## src/rtl/boot_ovl_pkg.sv

```systemverilog
package boot_ovl_pkg;
  localparam int CTRL_W = 3;

  // Bit order is visible to software: bit 0 ROM on, bit 1 RAM protect, bit 2 fetch split.
  typedef struct packed {
    logic fetch_split;
    logic ram_ro;
    logic rom_on;
  } ovl_ctrl_t;

  typedef enum logic [1:0] {
    CYC_IDLE   = 2'd0,
    CYC_DATA   = 2'd1,
    CYC_FETCH  = 2'd2,
    CYC_VECTOR = 2'd3
  } cyc_kind_t;

  localparam ovl_ctrl_t CTRL_RESET = '{fetch_split: 1'b0, ram_ro: 1'b0, rom_on: 1'b1};
endpackage

```

## src/rtl/boot_ovl_ctrl_reg.sv

```systemverilog
module boot_ovl_ctrl_reg
  import boot_ovl_pkg::*;
(
  input  logic              clk,
  input  logic              rst_n,
  input  logic              wr_en,
  input  logic [CTRL_W-1:0] wr_data,
  output ovl_ctrl_t         ctrl_o
);
  ovl_ctrl_t ctrl_q;

  always_ff @(posedge clk or negedge rst_n) begin
    if (!rst_n)     ctrl_q <= CTRL_RESET;
    else if (wr_en) ctrl_q <= ovl_ctrl_t'(wr_data);
  end

  // ROM stays forced on for as long as reset is held, not only at its edge.
  always_comb begin
    ctrl_o = ctrl_q;
    if (!rst_n) ctrl_o.rom_on = 1'b1;
  end
endmodule

```

## src/rtl/boot_ovl_cycle_class.sv

```systemverilog
module boot_ovl_cycle_class
  import boot_ovl_pkg::*;
(
  input  logic      prog_vld,
  input  logic      data_vld,
  input  logic      vec_pull_n,
  output cyc_kind_t kind_o
);
  always_comb begin
    if (!vec_pull_n)   kind_o = CYC_VECTOR;
    else if (prog_vld) kind_o = CYC_FETCH;
    else if (data_vld) kind_o = CYC_DATA;
    else               kind_o = CYC_IDLE;
  end
endmodule

```

## src/rtl/boot_ovl_window.sv

```systemverilog
module boot_ovl_window #(
  parameter int ADDR_W   = 24,
  parameter int WIN_LOG2 = 14
) (
  input  logic [ADDR_W-1:0] addr,
  output logic              hit_o
);
  localparam int BANK_LSB = 16;
  localparam int TOP_W    = BANK_LSB - WIN_LOG2;

  logic top_ones;
  assign top_ones = (addr[BANK_LSB-1:WIN_LOG2] == {TOP_W{1'b1}});

  generate
    if (ADDR_W > BANK_LSB) begin : g_banked
      assign hit_o = top_ones && (addr[ADDR_W-1:BANK_LSB] == '0);
    end else begin : g_flat
      assign hit_o = top_ones;
    end
  endgenerate
endmodule

```

## src/rtl/boot_ovl_route.sv

```systemverilog
module boot_ovl_route
  import boot_ovl_pkg::*;
(
  input  logic      hit,
  input  logic      rd,
  input  cyc_kind_t kind,
  input  ovl_ctrl_t ctrl,
  output logic      rom_sel_o,
  output logic      ram_sel_o,
  output logic      ram_we_o
);
  logic active;
  logic to_rom;

  always_comb begin
    active = hit && (kind != CYC_IDLE);
    to_rom = ctrl.rom_on &&
             (!ctrl.fetch_split || kind == CYC_FETCH || kind == CYC_VECTOR);
    rom_sel_o = active && rd && to_rom;
    ram_sel_o = active && (rd ? !to_rom : !ctrl.ram_ro);
    ram_we_o  = active && !rd && !ctrl.ram_ro;
  end
endmodule

```

## src/rtl/boot_overlay.sv

```systemverilog
module boot_overlay
  import boot_ovl_pkg::*;
#(
  parameter int ADDR_W   = 24,
  parameter int WIN_LOG2 = 14
) (
  input  logic              clk,
  input  logic              rst_n,
  input  logic [ADDR_W-1:0] bus_addr,
  input  logic              bus_rd,
  input  logic              prog_vld,
  input  logic              data_vld,
  input  logic              vec_pull_n,
  input  logic              cfg_we,
  input  logic [CTRL_W-1:0] cfg_wdata,
  output logic              rom_sel,
  output logic              ram_sel,
  output logic              ram_we
);
  ovl_ctrl_t ctrl;
  cyc_kind_t kind;
  logic      hit;

  boot_ovl_ctrl_reg u_ctrl (
    .clk(clk), .rst_n(rst_n), .wr_en(cfg_we), .wr_data(cfg_wdata), .ctrl_o(ctrl)
  );

  boot_ovl_cycle_class u_cls (
    .prog_vld(prog_vld), .data_vld(data_vld), .vec_pull_n(vec_pull_n), .kind_o(kind)
  );

  boot_ovl_window #(.ADDR_W(ADDR_W), .WIN_LOG2(WIN_LOG2)) u_win (
    .addr(bus_addr), .hit_o(hit)
  );

  boot_ovl_route u_route (
    .hit(hit), .rd(bus_rd), .kind(kind), .ctrl(ctrl),
    .rom_sel_o(rom_sel), .ram_sel_o(ram_sel), .ram_we_o(ram_we)
  );
endmodule

```

## config.mk

```make
export PLATFORM = sky130hd
export DESIGN_NAME = boot_overlay
export DESIGN_NICKNAME = d
export VERILOG_FILES = /design/src/rtl/boot_ovl_pkg.sv /design/src/rtl/boot_ovl_ctrl_reg.sv /design/src/rtl/boot_ovl_cycle_class.sv /design/src/rtl/boot_ovl_window.sv /design/src/rtl/boot_ovl_route.sv /design/src/rtl/boot_overlay.sv
export SDC_FILE = /design/constraint.sdc
export NUM_CORES = 1
export LEC_CHECK = 0
export ABC_AREA = 1
export BUFFER_PORTS_ARGS = -buffer_cell sky130_fd_sc_hd__buf_2
export CAP_MARGIN = 20
export CORE_AREA = 5 5 42 44
export CTS_CLUSTER_DIAMETER = 120
export DETAILED_ROUTE_END_ITERATION = 12
export DIE_AREA = 0 0 47 49
export PLACE_DENSITY = 0.61
export SYNTH_ARGS = -nofsm -noshare
export SYNTH_HDL_FRONTEND = slang
export SYNTH_SLANG_ARGS = --single-unit
```

## constraint.sdc

```tcl
create_clock -name clk -period 1 [get_ports clk]
set_clock_uncertainty 0.2 [all_clocks]
set_input_delay 0.15 -clock clk [delete_from_list [all_inputs] [get_ports clk]]
set_output_delay 0.15 -clock clk [all_outputs]
set_load 0.05 [all_outputs]
```

==> results by group <==
Setup path
  – Kind of critical path: reg -> out
  – CP Launch Type: flop
  – Crit-path max FO: 2
  – Critical Path RT: 0.65 ns
  – Worst setup EP type: output pin
  – Arr. time, crit path: 1.20 ns

GRT
  – Initial antenna violation count: 0
  – Pin count of the biggest net entering global routing: 6
  – Vias in the first global route: 320
  – Gr usage total: 7.06%
  – Total grt overflow: 0
  – First-pass GRT wire length: 1.12 mm

Cells and area
  – Commonest non-fill, non-tap cells in the layout: 17 x buf_2, 6 x nor2_1, 6 x nand2_1, 5 x nand2_2, 5 x buf_6
  – Fillcell total: 162
  – Area growth syn-to-layout: 151%
  – Share of cells above drive strength 1: 65.7%
  – Nets: 102
  – Most common cell after layout, fill and taps aside: buf_2
  – Final instance area: 522 sq um
  – Diodes inserted: 0

Placed design
  – DP HPWL: 568 um
  – Final GP Congestion: 0.623
  – Placed Instance Area: 398 sq um
  – IO Port Bufs: 22

Yosys
  – Yosys warns: 0
  – Cell variety after synth: 9
  – Number of synthesized register bits: 3
  – Seq/Total Area, Yosys: 36.7%
  – Net count after synthesis: 68
  – Mapped Cells: 34
  – Synthesized cell area: 208 sq um
  – Syn Area/Cell: 6.11 sq um

Status
  – Failing checks: negative hold slack, negative setup slack
  – Status: finished, violations left

CTS
  – H-tree depth: 1
  – Bufs on Longest Clock Path: 2
  – Total CTS buffers: 3
  – Reg clk slew, reported paths: 0.03 ns
  – Root buffer cell: clkbuf_4
  – Sink Count: 3
  – CTS tree: yes
  – Worst-Skew Late Latency: 0.23 ns

Power
  – VDD IR max: 0.531 mV
  – Pwr dens: 948 nW/um^2
  – Leak pwr: 0.266 nW

STA
  – Min Tclk post-route: 1.55 ns
  – Max_slew headroom: 89.0%
  – Hold slack: -0.0616 ns
  – Setup ws final: -0.549 ns
  – Final Max Tran Viols: 0
  – Period utilisation layout: 155%
  – Setup TNS Final: -1.66 ns
  – Fmax: 646 MHz
  – Worst-margin pin slew: 0.164 ns
  – Final hold viol count: 3
  – # setup viols final: 5
  – Unrepaired setup endpoints after global routing: yes

Routing
  – DRT Pass-1 Iters: 1
  – WL/cell: 8.49 um
  – Detailed Route WL: 705 um
  – Vias per inst: 3.90
  – DRC errors left: 0
  – Detail Route Antenna Nets: 0
  – DRC marker count from the first detailed-route iteration: 0
  – DR vias: 324

Die
  – Core footprint: 1400 sq um
  – Row Count: 14
  – Number of I/O pins: 37
  – Die X: 47 um
  – Die H: 49 um
  – Die ar.: 2300 sq um
  – Initial Utilization: 14.8%

Run
  – Number of max-cap violations: 0

Hold path
  – Worst Hold Class: in -> reg
-- sequential cells by signal, indices dropped and copies added (netlist names) --
signal / flops
u_ctrl.ctrl_q: 1
u_ctrl.ctrl_o: 2
-- layer usage --
layer	track usage [%]	wire [um]	share of wire [%]
met5	0	0	0
met4	8.29	27	3.8
met3	2.21	109	15
met2	10.9	334	47
met1	6.19	233	33
-- per-stage QoR --
step                      utilization, %  setup slack, ns  cells  total power [mW]  hold WS [ns]
after floorplan                        -           -0.304     34             0.181        -0.346
after global placement              28.4           -0.413     76             0.244        -0.156
after detailed placement            28.4           -0.430     76             0.246        -0.156
after CTS                           36.2           -0.575     84             0.500       -0.0853
after global routing                37.2           -0.595     83             0.534       -0.0627
final                               37.2           -0.549     83             0.495       -0.0616
-- area by class of cell --
type / count / area [sq um] / area share (%)
timing repair buffer: 29 / 209 / 40.0
multi-input combinational: 26 / 171 / 32.9
sequential: 3 / 76.3 / 14.6
clock buffer: 4 / 26.3 / 5.04
tap: 16 / 20.0 / 3.84
inverter: 5 / 18.8 / 3.60
-- kinds of logic after synthesis --
family	after synthesis	synth area share, %
multiplexers	1	5.42
AND/OR/NAND/NOR	23	44.0
AO/OA/AOI/OAI	2	4.82
buffers and inverters	5	9.04
flip-flops	3	36.8
-- synthesized netlist by cell type (all sizes together) --
cell | instances | area, sq um
or2 | 1 | 6.26
mux2 | 1 | 11.3
dfstp | 1 | 26.3
inv | 5 | 18.8
dfrtp | 2 | 50.1
nand2 | 11 | 41.3
nor2 | 9 | 33.8
o21ai | 2 | 10.0
nand3 | 2 | 10.0
-- critical path: stages, from the launching register on --
cell and delay (ns):
dfstp_2 0.52, inv_2 0.04, nand2_2 0.07, nand3_4 0.08, nand2_2 0.08, nor2_4 0.04, buf_8 0.14
-- power breakdown --
group	leakage, nW	total, mW	switching (mW)	internal [mW]
Clock	0.0150	0.208	0.0584	0.149
Sequential	0.0343	0.143	0.00704	0.136
Combinational	0.217	0.144	0.0575	0.0862
-- path summary, 6_finish.rpt --
| path | slack [ns] | from | cells past startpoint | to |
|---|---|---|---|---|
| worst max register to register | -0.16 | u_ctrl.ctrl_q[0] | 4 | u_ctrl.ctrl_q[0] |
| max in group asynchronous | 0.25 | rst_n | 3 | u_ctrl.ctrl_q[0] |
| worst max-delay path | -0.55 | u_ctrl.ctrl_q[0] | 6 | ram_sel |
| worst min-delay path | -0.06 | cfg_we | 2 | u_ctrl.ctrl_q[0] |
| min in group asynchronous | 0.16 | rst_n | 3 | u_ctrl.ctrl_o[1] |
| worst min register to register | 0.41 | u_ctrl.ctrl_o[2] | 2 | u_ctrl.ctrl_o[2] |
-- what timing repair did --
action | in CTS | in global routing
resized for setup | 17 | 5
pin swaps | 5 | 4
setup buffers | 2 | 2
endpoints found under the setup margin | 5 | 6
endpoints found under the hold margin | 6 | 3
hold buffers | 2 | 1
No activity file was read; power rests on OpenSTA's default activity.
